==> config.mk <==
export PLATFORM = sky130hd
export DESIGN_NAME = spi_blk_write_packetizer
export DESIGN_NICKNAME = d
export VERILOG_FILES = /design/src/rtl/spi_bwp_pkg.sv /design/src/rtl/spi_bwp_size_dec.sv /design/src/rtl/spi_bwp_hdr_gen.sv /design/src/rtl/spi_bwp_ack_chk.sv /design/src/rtl/spi_blk_write_packetizer.sv
export SDC_FILE = /design/constraint.sdc
export NUM_CORES = 1
export LEC_CHECK = 0
export ABC_AREA = 1
export BUFFER_PORTS_ARGS = -buffer_cell sky130_fd_sc_hd__buf_4
export CAP_MARGIN = 20
export CELL_PAD_IN_SITES_DETAIL_PLACEMENT = 1
export CELL_PAD_IN_SITES_GLOBAL_PLACEMENT = 1
export CORE_MARGIN = 2
export CORE_UTILIZATION = 43
export CTS_BUF_LIST = sky130_fd_sc_hd__clkbuf_8 sky130_fd_sc_hd__clkbuf_16
export CTS_CLUSTER_DIAMETER = 120
export DETAILED_ROUTE_END_ITERATION = 7
export PLACE_DENSITY = 0.8
export SYNTH_ARGS = -nofsm -noshare
export SYNTH_HDL_FRONTEND = slang
export SYNTH_SLANG_ARGS = --single-unit
==> constraint.sdc <==
create_clock -name clk -period 2.6 [get_ports clk]
set_input_delay 0.13 -clock clk [delete_from_list [all_inputs] [get_ports clk]]
set_output_delay 0.13 -clock clk [all_outputs]
set_load 0.01 [all_outputs]
==> src/rtl/spi_bwp_pkg.sv <==
package spi_bwp_pkg;

    typedef enum logic [2:0] {
        ST_IDLE = 3'd0,
        ST_HDR  = 3'd1,
        ST_DATA = 3'd2,
        ST_TRL  = 3'd3,
        ST_ACK  = 3'd4
    } bwp_state_e;

    localparam logic [7:0] HDR_BASE  = 8'hF0;
    localparam logic [1:0] ORD_ONLY  = 2'd3;
    localparam logic [1:0] ORD_FIRST = 2'd1;
    localparam logic [1:0] ORD_MID   = 2'd2;
    localparam logic [7:0] ACK_HEAD  = 8'hC3;
    localparam logic [7:0] ACK_TAIL  = 8'h00;
    localparam logic [7:0] FILL_BYTE = 8'h00;
    localparam int         TOP_CODE  = 5;

endpackage

==> src/rtl/spi_bwp_size_dec.sv <==
module spi_bwp_size_dec #(
    parameter int W        = 17,
    parameter int DEF_CODE = 5
) (
    input  logic [2:0]   code,
    output logic [W-1:0] pkt_max
);
    import spi_bwp_pkg::*;

    localparam logic [W-1:0] UNIT = W'(256);

    always_comb begin
        if (int'(code) <= TOP_CODE) begin
            pkt_max = UNIT << code;
        end else begin
            pkt_max = UNIT << DEF_CODE;
        end
    end
endmodule

==> src/rtl/spi_bwp_hdr_gen.sv <==
module spi_bwp_hdr_gen #(
    parameter int W = 17
) (
    input  logic [W-1:0] remain,
    input  logic [W-1:0] pkt_max,
    input  logic         first,
    output logic [7:0]   hdr_byte,
    output logic [1:0]   order,
    output logic [W-1:0] pkt_len
);
    import spi_bwp_pkg::*;

    logic fits;

    always_comb begin
        fits    = (remain <= pkt_max);
        pkt_len = fits ? remain : pkt_max;
        if (fits) begin
            order = ORD_ONLY;
        end else if (first) begin
            order = ORD_FIRST;
        end else begin
            order = ORD_MID;
        end
        hdr_byte = HDR_BASE | {6'b0, order};
    end
endmodule

==> src/rtl/spi_bwp_ack_chk.sv <==
module spi_bwp_ack_chk (
    input  logic [7:0] prev_byte,
    input  logic [7:0] last_byte,
    output logic       ack_ok
);
    import spi_bwp_pkg::*;

    always_comb begin
        ack_ok = (prev_byte == ACK_HEAD) && (last_byte == ACK_TAIL);
    end
endmodule

==> src/rtl/spi_blk_write_packetizer.sv <==
module spi_blk_write_packetizer #(
    parameter int LEN_W         = 16,
    parameter int DEF_SIZE_CODE = 5
) (
    input  logic             clk,
    input  logic             rst_n,
    input  logic             start,
    input  logic [LEN_W-1:0] xfer_len,
    input  logic [2:0]       size_sel,
    input  logic             crc_en,
    input  logic [7:0]       in_data,
    input  logic             in_valid,
    output logic             in_ready,
    output logic [7:0]       tx_data,
    output logic             tx_valid,
    input  logic             tx_ready,
    input  logic [7:0]       rx_data,
    input  logic             rx_valid,
    output logic             busy,
    output logic             done,
    output logic             fail
);
    import spi_bwp_pkg::*;

    localparam int MAXSZ_W = 14;
    localparam int CNT_W   = ((LEN_W > MAXSZ_W) ? LEN_W : MAXSZ_W) + 1;

    typedef struct packed {
        bwp_state_e       state;
        logic [CNT_W-1:0] remain;
        logic [LEN_W-1:0] feed;
        logic [CNT_W-1:0] pkt_left;
        logic [CNT_W-1:0] pkt_max;
        logic             first;
        logic             crc_on;
        logic             trl_idx;
        logic [1:0]       ack_idx;
        logic [7:0]       ack_prev;
        logic             done;
        logic             fail;
    } bwp_regs_t;

    bwp_regs_t q, d;

    logic [CNT_W-1:0] sel_max;
    logic [7:0]       hdr_byte;
    logic [1:0]       hdr_order;
    logic [CNT_W-1:0] hdr_len;
    logic             ack_ok;
    logic             beat;
    logic [1:0]       ack_need;

    spi_bwp_size_dec #(.W(CNT_W), .DEF_CODE(DEF_SIZE_CODE)) u_size (
        .code    (size_sel),
        .pkt_max (sel_max)
    );

    spi_bwp_hdr_gen #(.W(CNT_W)) u_hdr (
        .remain   (q.remain),
        .pkt_max  (q.pkt_max),
        .first    (q.first),
        .hdr_byte (hdr_byte),
        .order    (hdr_order),
        .pkt_len  (hdr_len)
    );

    spi_bwp_ack_chk u_ack (
        .prev_byte (q.ack_prev),
        .last_byte (rx_data),
        .ack_ok    (ack_ok)
    );

    always_comb begin
        d        = q;
        d.done   = 1'b0;
        d.fail   = 1'b0;
        tx_valid = 1'b0;
        tx_data  = FILL_BYTE;
        in_ready = 1'b0;
        ack_need = q.crc_on ? 2'd1 : 2'd2;

        case (q.state)
            ST_IDLE: begin
                if (start) begin
                    if (xfer_len == '0) begin
                        d.done = 1'b1;
                    end else begin
                        d.state   = ST_HDR;
                        d.remain  = (xfer_len == LEN_W'(1)) ? CNT_W'(2) : CNT_W'(xfer_len);
                        d.feed    = xfer_len;
                        d.pkt_max = sel_max;
                        d.first   = 1'b1;
                        d.crc_on  = crc_en;
                        d.ack_idx = 2'd0;
                    end
                end
            end
            ST_HDR: begin
                tx_valid = 1'b1;
                tx_data  = hdr_byte;
                if (tx_ready) begin
                    d.pkt_left = hdr_len;
                    d.first    = 1'b0;
                    d.state    = ST_DATA;
                end
            end
            ST_DATA: begin
                if (q.feed != '0) begin
                    tx_valid = in_valid;
                    tx_data  = in_data;
                    in_ready = tx_ready;
                end else begin
                    tx_valid = 1'b1;
                    tx_data  = FILL_BYTE;
                end
                if (tx_valid && tx_ready) begin
                    d.remain   = q.remain - CNT_W'(1);
                    d.pkt_left = q.pkt_left - CNT_W'(1);
                    if (q.feed != '0) begin
                        d.feed = q.feed - LEN_W'(1);
                    end
                    if (q.pkt_left == CNT_W'(1)) begin
                        if (q.crc_on) begin
                            d.state   = ST_TRL;
                            d.trl_idx = 1'b0;
                        end else if (q.remain == CNT_W'(1)) begin
                            d.state = ST_ACK;
                        end else begin
                            d.state = ST_HDR;
                        end
                    end
                end
            end
            ST_TRL: begin
                tx_valid = 1'b1;
                tx_data  = FILL_BYTE;
                if (tx_ready) begin
                    if (q.trl_idx) begin
                        d.state = (q.remain == '0) ? ST_ACK : ST_HDR;
                    end else begin
                        d.trl_idx = 1'b1;
                    end
                end
            end
            ST_ACK: begin
                if (rx_valid) begin
                    d.ack_prev = rx_data;
                    d.ack_idx  = q.ack_idx + 2'd1;
                    if (q.ack_idx == ack_need) begin
                        d.done  = 1'b1;
                        d.fail  = !ack_ok;
                        d.state = ST_IDLE;
                    end
                end
            end
            default: d.state = ST_IDLE;
        endcase
    end

    always_ff @(posedge clk or negedge rst_n) begin
        if (!rst_n) begin
            q <= '0;
        end else begin
            q <= d;
        end
    end

    assign beat = tx_valid && tx_ready;
    assign busy = (q.state != ST_IDLE);
    assign done = q.done;
    assign fail = q.fail;


    idle_quiet_chk: assert property (@(posedge clk) disable iff (!rst_n)
        (q.state == ST_IDLE) |-> (!tx_valid && !in_ready));


    stream_take_chk: assert property (@(posedge clk) disable iff (!rst_n)
        (in_valid && in_ready) |-> (beat && q.state == ST_DATA && q.feed != '0));


    pkt_bound_chk: assert property (@(posedge clk) disable iff (!rst_n)
        (q.state == ST_DATA) |-> (q.pkt_left != '0 && q.pkt_left <= q.pkt_max));


    later_order_chk: assert property (@(posedge clk) disable iff (!rst_n)
        (q.state == ST_HDR && !q.first) |-> (hdr_order != ORD_FIRST));


    fail_with_done_chk: assert property (@(posedge clk) disable iff (!rst_n)
        fail |-> done);


    remain_mono_chk: assert property (@(posedge clk) disable iff (!rst_n)
        (q.state != ST_IDLE) |=> (q.remain <= $past(q.remain)));

endmodule

==> key figures, run 1 <==
Status
  • Result of the run: completed

Detailed routing
  • Total wirelength of the detailed-routed design: about 17 mm
  • First-pass iteration count of the detailed router: 4
  • DRC violation count after routing: 0
  • Total vias in the final route: 5525
  • Post-DRT Antenna Nets: 0
  • Drt initial violations: 243
  • WL per Instance: 16.5 um
  • Average vias per placed instance: between 5 and 6

Clock tree
  • Clock transition time at the flip-flop clock pins of the worst setup and hold paths: 0.06 ns
  • Clock latency reported for the late side of the worst-skew pair: roughly 0.35 ns
  • Clock buffer count from CTS: 9
  • Clock buffer depth: 2
  • Clock tree from TritonCTS: yes
  • Number of clock sinks: 76
  • H-tree levels: 3
  • Clock root buffer master: sky130_fd_sc_hd__clkbuf_16

Synthesis
  • Synth async-reset ratio: 1.00
  • Mean instance size in the synthesized netlist: 6.67 um^2
  • Register area share after synthesis: 0.351
  • Number of nets produced by synthesis: 869
  • Gate Count Post-Synth: 813
  • Total standard cell area after synthesis: between 5000 and 6000 um^2
  • Top_reg_cell synth: sky130_fd_sc_hd__dfrtp_1
  • Post-synthesis sequential element count: 76
  • EDFF count, synth: 0
  • Library cell occupying the most area in the post-synthesis netlist: sky130_fd_sc_hd__dfrtp_1
  • Synth top area share: 0.351
  • Synth top area cells: sky130_fd_sc_hd__dfrtp_1 35%, sky130_fd_sc_hd__nand2_1 19%, sky130_fd_sc_hd__nand3_1 7.8%, sky130_fd_sc_hd__nor2_1 7.3%, sky130_fd_sc_hd__inv_1 5.1%
  • Yosys cell types: 43
  • Synth Warn #: 0

Die
  • Number of top-level design ports: 55
  • Number of standard-cell rows in the floorplan: 41
  • Initial cell density of the core: 0.435
  • Chip Width: 116 um
  • Overall die area: 13500 um^2
  • Core outline area: approximately 12000 um^2
  • Floorplan die height: roughly 120 um

STA
  • Final hold violation count: 0
  • Slew @ Worst Pin: 0.530 ns
  • Unrepaired setup endpoints after global routing: true
  • Worst Clk Skew: 0.00978 ns
  • Max-slew violation total from the final report: 0
  • Tcrit/Tclk final: 0.949
  • Fin crit period: between 2 and 2.5 ns
  • Final hold slack: about 0.0064 ns
  • Maximum achievable frequency: 405 MHz
  • Setup-failing EPs final: 0
  • Worst slew slack as a fraction of its limit: 0.646

GRT
  • Vias in the first global route: 5868
  • Global-route wire length before repair: 28.3 mm
  • Total GRT Usage: 0.271
  • Pin count of the biggest net entering global routing: 77
  • Initial antenna violation count: 0
  • Total global routing overflow: 0

Placement
  • HPWL after DPL: between 10 and 15 mm
  • Final Wtd Congestion: between 0.8 and 0.9
  • # port buffers: 54
  • Placed inst area: about 6000 um^2

Final layout
  • Proportion of layout cells with a drive suffix above 1: 0.138
  • Most common cell after layout, fill and taps aside: sky130_fd_sc_hd__nand2_1
  • Number of nets in the layout: 923
  • Area delta synth->final: 17.0%
  • Final standard cell utilization of the core: 0.509
  • Design area: 6340 um^2
  • Final antenna diode count: 0
  • Commonest non-fill, non-tap cells in the layout: 268 x sky130_fd_sc_hd__nand2_1, 104 x sky130_fd_sc_hd__nor2_1, 84 x sky130_fd_sc_hd__nand3_1, 76 x sky130_fd_sc_hd__dfrtp_1, 74 x sky130_fd_sc_hd__inv_1

Worst setup path
  • Type of element launching the critical path: register
  • Launch point of the worst reg-to-reg path: q[49]$_DFFE_PN0P_
  • Peak fanout along the critical path: 18
  • Launch point of the critical path: q[65]$_DFFE_PN0P_
  • Critical setup path kind: reg2out
  • Type of element capturing the critical path: output port
  • Req. time, crit path: ~2.5 ns
  • Critical path arrival: 2.34 ns

Pwr
  • Leakage: 3.29 nW
  • Worst supply voltage drop on vdd: around 0.39 mV
  • Total power density per cell area: 1250 nW/um^2

Job
  • Max capacitance violation total: 0

Hold path
  • Hold path startpoint: crc_en
  • Class of the tightest hold or removal check: in2reg
stage by stage:
step           power [mW]  TNS [ns]  std cells  setup slack (ns)
6_report             7.95         0       1043             0.133
5_1_grt              8.68   -0.0176       1043           -0.0176
4_1_cts              7.92         0       1042            0.0495
3_5_place_dp         6.50         0       1025             0.287
3_3_place_gp         6.25         0       1025             0.380
2_1_floorplan        5.19         0        813             0.759
final timing paths:
path	end	slack [ns]	depth (start not counted)
setup / recovery	tx_data[0]	0.13	9
hold / removal	q[13]$_DFFE_PN0P_	0.006	3
setup reg to reg	q[43]$_DFFE_PN0P_	0.41	12
hold reg to reg	q[50]$_DFFE_PN0P_	0.50	2
max in group asynchronous	fail$_DFF_PN0_	1.72	3
min in group asynchronous	q[43]$_DFFE_PN0P_	0.27	2
worst max-delay path, cell delays in order, from the launching register on:
cell and delay (ns):
sky130_fd_sc_hd__dfrtp_1 0.46, sky130_fd_sc_hd__inv_1 0.13, sky130_fd_sc_hd__ha_1 0.18, sky130_fd_sc_hd__nand2_1 0.06
sky130_fd_sc_hd__nor2_1 0.23, sky130_fd_sc_hd__nand4_2 0.30, sky130_fd_sc_hd__nand2_4 0.30, sky130_fd_sc_hd__o21ai_0 0.12
sky130_fd_sc_hd__nand2_1 0.08, sky130_fd_sc_hd__buf_4 0.11
report_power, final:
group | switching (mW) | internal (mW) | leakage, nW | total (mW)
registers | 0.500 | 1.62 | 0.977 | 2.12
logic | 3.00 | 1.48 | 2.16 | 4.48
clock network | 0.515 | 0.828 | 0.152 | 1.34
sequential cells by signal (all words and copies together), names as in the netlist:
register / cells
q: 74
done: 1
fail: 1
cell type report:
cell class / count / area [um^2]
Clock buffer: 9 / 225
Multi-Input combinational cell: 635 / 3120
Clock inverter: 6 / 81.3
Sequential cell: 76 / 1900
Fill cell: 1698 / 6120
Tap cell: 172 / 215
Inverter: 81 / 304
Timing Repair Buffer: 64 / 498
cell families (layout without fill, tap and decap cells):
| group | after synthesis | count (layout) | share of synthesized area |
|---|---|---|---|
| buf+inv | 102 | 160 | 0.0785 |
| mux | 8 | 8 | 0.0166 |
| xor+xnor | 19 | 19 | 0.0307 |
| simple gates | 505 | 505 | 0.403 |
| fa+ha+maj | 14 | 14 | 0.0323 |
| compound gates | 89 | 89 | 0.0880 |
| flops | 76 | 76 | 0.351 |
layer usage:
metal,vias to the layer above,routed length (um),GRT usage
met2,78,8920,0.497
met5,-,0,0
met3,27,382,0.0317
met4,0,385,0.106
li1,2706,-,-
met1,2714,7540,0.322
synthesized netlist by cell type (4+ instances only):
library cell,instances
sky130_fd_sc_hd__a21oi_1,21
sky130_fd_sc_hd__buf_1,5
sky130_fd_sc_hd__buf_2,7
sky130_fd_sc_hd__dfrtp_1,76
sky130_fd_sc_hd__ha_1,14
sky130_fd_sc_hd__inv_1,73
sky130_fd_sc_hd__inv_2,8
sky130_fd_sc_hd__mux2_2,8
sky130_fd_sc_hd__nand2_1,268
sky130_fd_sc_hd__nand2_2,4
sky130_fd_sc_hd__nand2_4,5
sky130_fd_sc_hd__nand3_1,84
sky130_fd_sc_hd__nand3_2,4
sky130_fd_sc_hd__nor2_1,106
sky130_fd_sc_hd__nor2_2,5
sky130_fd_sc_hd__nor3_1,8
sky130_fd_sc_hd__o21ai_0,37
sky130_fd_sc_hd__o21ai_1,17
sky130_fd_sc_hd__xnor2_1,8
sky130_fd_sc_hd__xor2_1,11
timing repair:
item	CTS	global route
pin swaps	0	1
hold endpoints to repair	11	0
hold buffers	2	0
endpoints found under the setup margin	1	16
resized for setup	1	4
setup buffers	0	0
No activity file was read; power rests on OpenSTA's default activity.
==> inputs of run 2 (changes only) <==
--- a/config.mk
+++ b/config.mk
@@ -15,7 +15,8 @@
 export CTS_BUF_LIST = sky130_fd_sc_hd__clkbuf_8 sky130_fd_sc_hd__clkbuf_16
 export CTS_CLUSTER_DIAMETER = 120
 export DETAILED_ROUTE_END_ITERATION = 7
-export PLACE_DENSITY = 0.8
+export PLACE_DENSITY = 0.91
+export SLEW_MARGIN = 0
 export SYNTH_ARGS = -nofsm -noshare
 export SYNTH_HDL_FRONTEND = slang
 export SYNTH_SLANG_ARGS = --single-unit
==> key figures, run 2 (synthesized netlist as in run 1, its figures left out) <==
GRT
  • Vias in the first global route: 5768
  • Global-route wire length before repair: 28.7 mm
  • Total GRT Usage: 0.272
  • Total global routing overflow: 0
  • Pin count of the biggest net entering global routing: 77
  • Initial antenna violation count: 0

STA
  • Unrepaired setup endpoints after global routing: false
  • Fin crit period: 2.51 ns
  • Max-slew violation total from the final report: 0
  • Final sum of negative setup slack: 0 ns
  • Worst Clk Skew: 0.00969 ns
  • Worst setup margin: around 0.091 ns
  • Final hold slack: -0.0563 ns
  • Setup-failing EPs final: 0
  • Maximum achievable frequency: ~400 MHz
  • Final hold violation count: 76
  • Tcrit/Tclk final: 0.965
  • Worst slew slack as a fraction of its limit: 0.315
  • Slew @ Worst Pin: 1.03 ns

Pwr
  • Sequential group share of total power: 0.262
  • Clock network fraction of design power: 0.185
  • Share of total power consumed by net switching: 0.500
  • Switching power: 4.05 mW
  • Leakage: 3.30 nW
  • Worst supply voltage drop on vdd: 0.418 mV
  • Internal power: around 4.1 mW
  • Total power density per cell area: 1280 nW/um^2
  • Share of power burned in combinational logic: 0.553

Clock tree
  • Clock transition time at the flip-flop clock pins of the worst setup and hold paths: 0.06 ns
  • H-tree levels: 3
  • Clock root buffer master: sky130_fd_sc_hd__clkbuf_16
  • Clock latency reported for the late side of the worst-skew pair: 0.35 ns
  • Clock buffer depth: 2
  • Clock tree from TritonCTS: yes
  • Post-CTS setup buffer count: 0
  • Clock buffer count from CTS: 9
  • Number of clock sinks: 76

Final layout
  • Max reg flops: 74
  • Proportion of layout cells with a drive suffix above 1: 0.138
  • Largest register by flop count: q
  • Commonest non-fill, non-tap cells in the layout: 268 x sky130_fd_sc_hd__nand2_1, 106 x sky130_fd_sc_hd__nor2_1, 84 x sky130_fd_sc_hd__nand3_1, 76 x sky130_fd_sc_hd__dfrtp_1, 73 x sky130_fd_sc_hd__inv_1
  • Number of nets in the layout: 922
  • Final antenna diode count: 0
  • Area delta synth->final: 17.3%
  • Post-route non-filler standard cell count: 1043
  • Most common cell after layout, fill and taps aside: sky130_fd_sc_hd__nand2_1

Detailed routing
  • Drt initial violations: 316
  • Average vias per placed instance: 5.34
  • Post-DRT Antenna Nets: 0
  • First-pass iteration count of the detailed router: 4
  • Total wirelength of the detailed-routed design: 17.4 mm
  • Total vias in the final route: approximately 5600
  • WL per Instance: 16.7 um
  • DRC violation count after routing: 0

Hold path
  • Class of the tightest hold or removal check: in2async

Worst setup path
  • Slowest Stage Delay on Critical Path: approximately 0.33 ns
  • Req. time, crit path: 2.47 ns
  • Launch point of the worst reg-to-reg path: q[84]$_DFFE_PN0P_
  • Type of element launching the critical path: register
  • Launch point of the critical path: q[27]$_DFFE_PN0P_
  • R2R cell count: 12
  • CP cell instances: inv_1 -> ha_1 -> nand2_1 -> nor2_1 -> nand3_1 -> nand3_4 -> nand2_4 -> o21ai_1 -> nand2_1 -> buf_4
  • Peak fanout along the critical path: 18
  • Critical setup path kind: reg2out
  • Cell at the slowest stage of the critical path: sky130_fd_sc_hd__dfrtp_1
  • Type of element capturing the critical path: output port
  • Critical path arrival: 2.38 ns
  • Most common cell type on the critical path: sky130_fd_sc_hd__nand2_1

Die
  • Number of standard-cell rows in the floorplan: 41
  • Floorplan die height: 116 um
  • Number of top-level design ports: between 50 and 60
  • Initial cell density of the core: 0.435
  • Chip Width: approximately 120 um
  • Core outline area: between 10000 and 15000 um^2
  • Overall die area: 13500 um^2

Job
  • Max capacitance violation total: 0

Status
  • Result of the run: complete, but fails checks
  • Failing checks: hold timing

Placement
  • Final Wtd Congestion: 0.851
  • # port buffers: 54
  • HPWL after DPL: 12.5 mm
  • Worst setup timing slack at the placement stage: approximately 0.24 ns
  • Placed Instances: 1026
==> run 2: cell types whose count changed in the layout (fill, tap and decap cells not counted) <==
cell | previous run | this run
sky130_fd_sc_hd__nor2_1 | 104 | 106
sky130_fd_sc_hd__nor2_2 | 7 | 5
sky130_fd_sc_hd__buf_12 | 1 | 0
sky130_fd_sc_hd__buf_4 | 61 | 62
sky130_fd_sc_hd__bufinv_16 | 2 | 3
sky130_fd_sc_hd__clkbuf_8 | 0 | 1
sky130_fd_sc_hd__clkinv_2 | 2 | 1
sky130_fd_sc_hd__clkinv_4 | 0 | 1
sky130_fd_sc_hd__dlygate4sd3_1 | 2 | 1
sky130_fd_sc_hd__inv_1 | 74 | 73
sky130_fd_sc_hd__o21ai_0 | 37 | 36
sky130_fd_sc_hd__o21ai_1 | 17 | 18
==> run 2: power groups by stage <==
stage / sequential, mW / clock (mW) / combinational (mW)
detailed placement: 2.11 / 0 / 4.33
finish: 2.12 / 1.50 / 4.48
floorplan: 1.96 / 0 / 3.23
global placement: 2.10 / 0 / 4.12
global route: 2.18 / 1.56 / 5.10
CTS: 2.10 / 1.51 / 4.45
==> run 2: worst max-delay path, delay by kind of cell, from the launching register on <==
kind / cells / cell delay [ns]
compound gates: 1 / 0.23
fa+ha+maj: 1 / 0.32
buf+inv: 2 / 0.23
flops: 1 / 0.33
simple gates: 6 / 0.89
==> run 2: path summary, 6_finish.rpt <==
check / end / slack (ns)
hold reg to reg: q[28]$_DFFE_PN0P_ / 0.49
max in group asynchronous: q[5]$_DFFE_PN0P_ / 1.99
hold / removal: q[24]$_DFFE_PN0P_ / -0.06
setup reg to reg: q[44]$_DFFE_PN0P_ / 0.35
min in group clk: q[6]$_DFFE_PN0P_ / 0.02
setup / recovery: tx_data[0] / 0.09
==> run 2: final cells by class <==
type                    count  area (um^2)
clock buffers              10          239
inverters                  81          304
flip-flops and latches     76         1900
well taps                 172          215
multi-input cells         635         3110
fillers                  1667         6110
clock inverters             6          111
repair buffers             63          475
==> run 2: through the flow <==
stage	hold slack [ns]	utilization	total power, mW	instance area [um^2]
floorplan	-0.166	-	5.19	5420
global placement	0.346	0.480	6.22	5980
detailed placement	0.347	0.480	6.44	5980
CTS	0.00388	0.508	8.06	6340
global route	0.0226	0.510	8.84	6360
finish	-0.0563	0.510	8.11	6360
==> run 2: repair_timing <==
action                                 CTS  global route
pin swaps                                0             0
setup endpoints to repair                1             9
gates resized for setup                  1             3
endpoints found under the hold margin    1             0
hold buffers                             1             0
==> run 2: per-layer routing <==
layer | vias up | share of wire | track usage
met5 | - | 0 | 0
met4 | 0 | 0.030 | 0.125
met3 | 39 | 0.042 | 0.0332
met2 | 137 | 0.49 | 0.463
met1 | 2696 | 0.44 | 0.346
li1 | 2694 | - | -
==> inputs of run 3 (changes only) <==
--- a/config.mk
+++ b/config.mk
@@ -16,6 +16,7 @@
 export CTS_CLUSTER_DIAMETER = 120
 export DETAILED_ROUTE_END_ITERATION = 7
 export PLACE_DENSITY = 0.91
+export RECOVER_POWER = 50
 export SLEW_MARGIN = 0
 export SYNTH_ARGS = -nofsm -noshare
 export SYNTH_HDL_FRONTEND = slang
==> key figures, run 3 (synthesized netlist as in run 1, its figures left out) <==
Clock tree
  • Clock latency reported for the late side of the worst-skew pair: 0.35 ns
  • Clock buffer count from CTS: 9
  • Clock root buffer master: sky130_fd_sc_hd__clkbuf_16
  • H-tree levels: 3
  • Clock buffer depth: 2
  • Clock transition time at the flip-flop clock pins of the worst setup and hold paths: 0.07 ns
  • Number of clock sinks: between 70 and 80
  • Clock tree from TritonCTS: yes
  • Post-CTS setup buffer count: 0

Pwr
  • Internal power: a little over 4 mW
  • Leakage: between 3 and 4 nW
  • Worst supply voltage drop on vdd: 0.418 mV
  • Share of total power consumed by net switching: 0.500
  • Total power density per cell area: roughly 1300 nW/um^2
  • Switching power: 4.05 mW
  • Clock network fraction of design power: 0.185
  • Share of power burned in combinational logic: 0.553
  • Sequential group share of total power: 0.262

STA
  • Unrepaired setup endpoints after global routing: false
  • Max-slew violation total from the final report: 77
  • Maximum achievable frequency: 398 MHz
  • Final hold slack: 0.0155 ns
  • Worst slew slack as a fraction of its limit: -0.348
  • Final hold violation count: 0
  • Slew @ Worst Pin: 2.02 ns
  • Worst Clk Skew: 0.00969 ns
  • Final sum of negative setup slack: 0 ns
  • Setup-failing EPs final: 0
  • Fin crit period: 2.51 ns
  • Tcrit/Tclk final: 0.965

Final layout
  • Commonest non-fill, non-tap cells in the layout: 268 x sky130_fd_sc_hd__nand2_1, 108 x sky130_fd_sc_hd__nor2_1, 85 x sky130_fd_sc_hd__nand3_1, 76 x sky130_fd_sc_hd__dfrtp_1, 73 x sky130_fd_sc_hd__inv_1
  • Max reg flops: between 70 and 80
  • Area delta synth->final: 17.0%
  • Number of nets in the layout: 922
  • Proportion of layout cells with a drive suffix above 1: 0.132
  • Largest register by flop count: q
  • Most common cell after layout, fill and taps aside: sky130_fd_sc_hd__nand2_1
  • Final antenna diode count: 0

GRT
  • Pin count of the biggest net entering global routing: a little under 80
  • Vias in the first global route: 5768
  • Total GRT Usage: 0.272
  • Initial antenna violation count: 0
  • Total global routing overflow: 0
  • Global-route wire length before repair: 28.7 mm

Worst setup path
  • Destination of the worst register-to-register timing path: q[44]$_DFFE_PN0P_
  • Req. time, crit path: roughly 2.5 ns
  • Type of element launching the critical path: register
  • Launch point of the worst reg-to-reg path: q[84]$_DFFE_PN0P_
  • Critical path arrival: 2.38 ns
  • Most common cell type on the critical path: sky130_fd_sc_hd__nand2_1
  • R2R setup slack: about 0.36 ns
  • CP cell instances: inv_1 -> ha_1 -> nand2_1 -> nor2_1 -> nand3_1 -> nand3_4 -> nand2_4 -> o21ai_1 -> nand2_1 -> buf_4
  • Type of element capturing the critical path: output port
  • R2R cell count: 12
  • Cell at the slowest stage of the critical path: sky130_fd_sc_hd__dfrtp_1
  • Timing endpoint of the critical path: tx_data[0]
  • Launch point of the critical path: q[27]$_DFFE_PN0P_
  • Slowest Stage Delay on Critical Path: 0.33 ns
  • Peak fanout along the critical path: 18
  • Critical setup path kind: reg2out

Job
  • Max capacitance violation total: 1

Die
  • Number of top-level design ports: 55
  • Chip Width: 116 um
  • Number of standard-cell rows in the floorplan: 41
  • Floorplan die height: 116 um
  • Overall die area: 13500 um^2
  • Initial cell density of the core: 0.435
  • Core outline area: 12500 um^2

Hold path
  • Class of the tightest hold or removal check: in2reg

Placement
  • # port buffers: 54
  • Final Wtd Congestion: 0.851
  • HPWL after DPL: between 10 and 15 mm

Detailed routing
  • First-pass iteration count of the detailed router: 4
  • Post-DRT Antenna Nets: 0
  • Total vias in the final route: 5563
  • Average vias per placed instance: 5.33
  • Total wirelength of the detailed-routed design: 17.4 mm
  • WL per Instance: 16.7 um
  • DRC violation count after routing: 0
  • Drt initial violations: 317

Status
  • Result of the run: complete, but fails checks
  • Failing checks: capacitance limit, slew limit
## run 3: final cells by class
| type | instances | area, um^2 |
|---|---|---|
| sequential | 76 | 1900 |
| fill | 1672 | 6130 |
| tap | 172 | 215 |
| clock inverter | 6 | 111 |
| inverter | 81 | 304 |
| multi-input combinational | 635 | 3100 |
| clock buffer | 10 | 239 |
| timing repair buffer | 63 | 465 |
## run 3: power groups by stage
stage | combinational [mW] | clock (mW) | sequential (mW)
final | 4.48 | 1.50 | 2.12
after global routing | 5.09 | 1.56 | 2.18
after CTS | 4.45 | 1.51 | 2.10
after detailed placement | 4.33 | 0 | 2.11
after global placement | 4.12 | 0 | 2.10
after floorplan | 3.23 | 0 | 1.96
## run 3: how the worst min path moves through the flow
stage | slack, ns | end | cells after the start | startpoint
floorplan | -0.17 | done$_DFF_PN0_ | 0 | rst_n
global placement | 0.35 | q[25]$_DFFE_PN0P_ | 2 | size_sel[0]
detailed placement | 0.35 | q[25]$_DFFE_PN0P_ | 2 | size_sel[0]
CTS | 0.004 | q[24]$_DFFE_PN0P_ | 1 | rst_n
global route | 0.02 | q[6]$_DFFE_PN0P_ | 2 | rx_data[4]
finish | 0.02 | q[6]$_DFFE_PN0P_ | 2 | rx_data[4]
## run 3: what timing repair did
| action | in CTS | in global routing |
|---|---|---|
| hold endpoints to repair | 1 | 0 |
| endpoints found under the setup margin | 1 | 9 |
| hold buffers | 1 | 0 |
| gates resized for setup | 1 | 3 |
## run 3: routing by layer
layer  part of all wire  track usage  up-vias  wire length [um]
li1                   -            -     2694                 -
met1               0.44        0.346     2696              7630
met2               0.49        0.463      133              8530
met3              0.041       0.0332       40               715
met4              0.030        0.125        0               526
met5                  0            0        -                 0
## run 3: per-stage QoR
step / utilization / setup WS [ns] / instances / power, mW / cell area [um^2]
finish: 0.508 / 0.0905 / 1043 / 8.10 / 6340
global route: 0.508 / 0.00701 / 1043 / 8.83 / 6340
CTS: 0.508 / 0.00500 / 1043 / 8.06 / 6340
detailed placement: 0.480 / 0.241 / 1026 / 6.44 / 5980
global placement: 0.480 / 0.378 / 1026 / 6.22 / 5980
floorplan: - / 0.759 / 813 / 5.19 / 5420
## run 3: worst max-delay path: cells and delay by family, from the launching register on
kind | cells | cell delay, ns
AND/OR/NAND/NOR | 6 | 0.89
AO/OA/AOI/OAI | 1 | 0.23
flip-flops | 1 | 0.33
adder cells (fa/ha/maj) | 1 | 0.32
buffers and inverters | 2 | 0.23
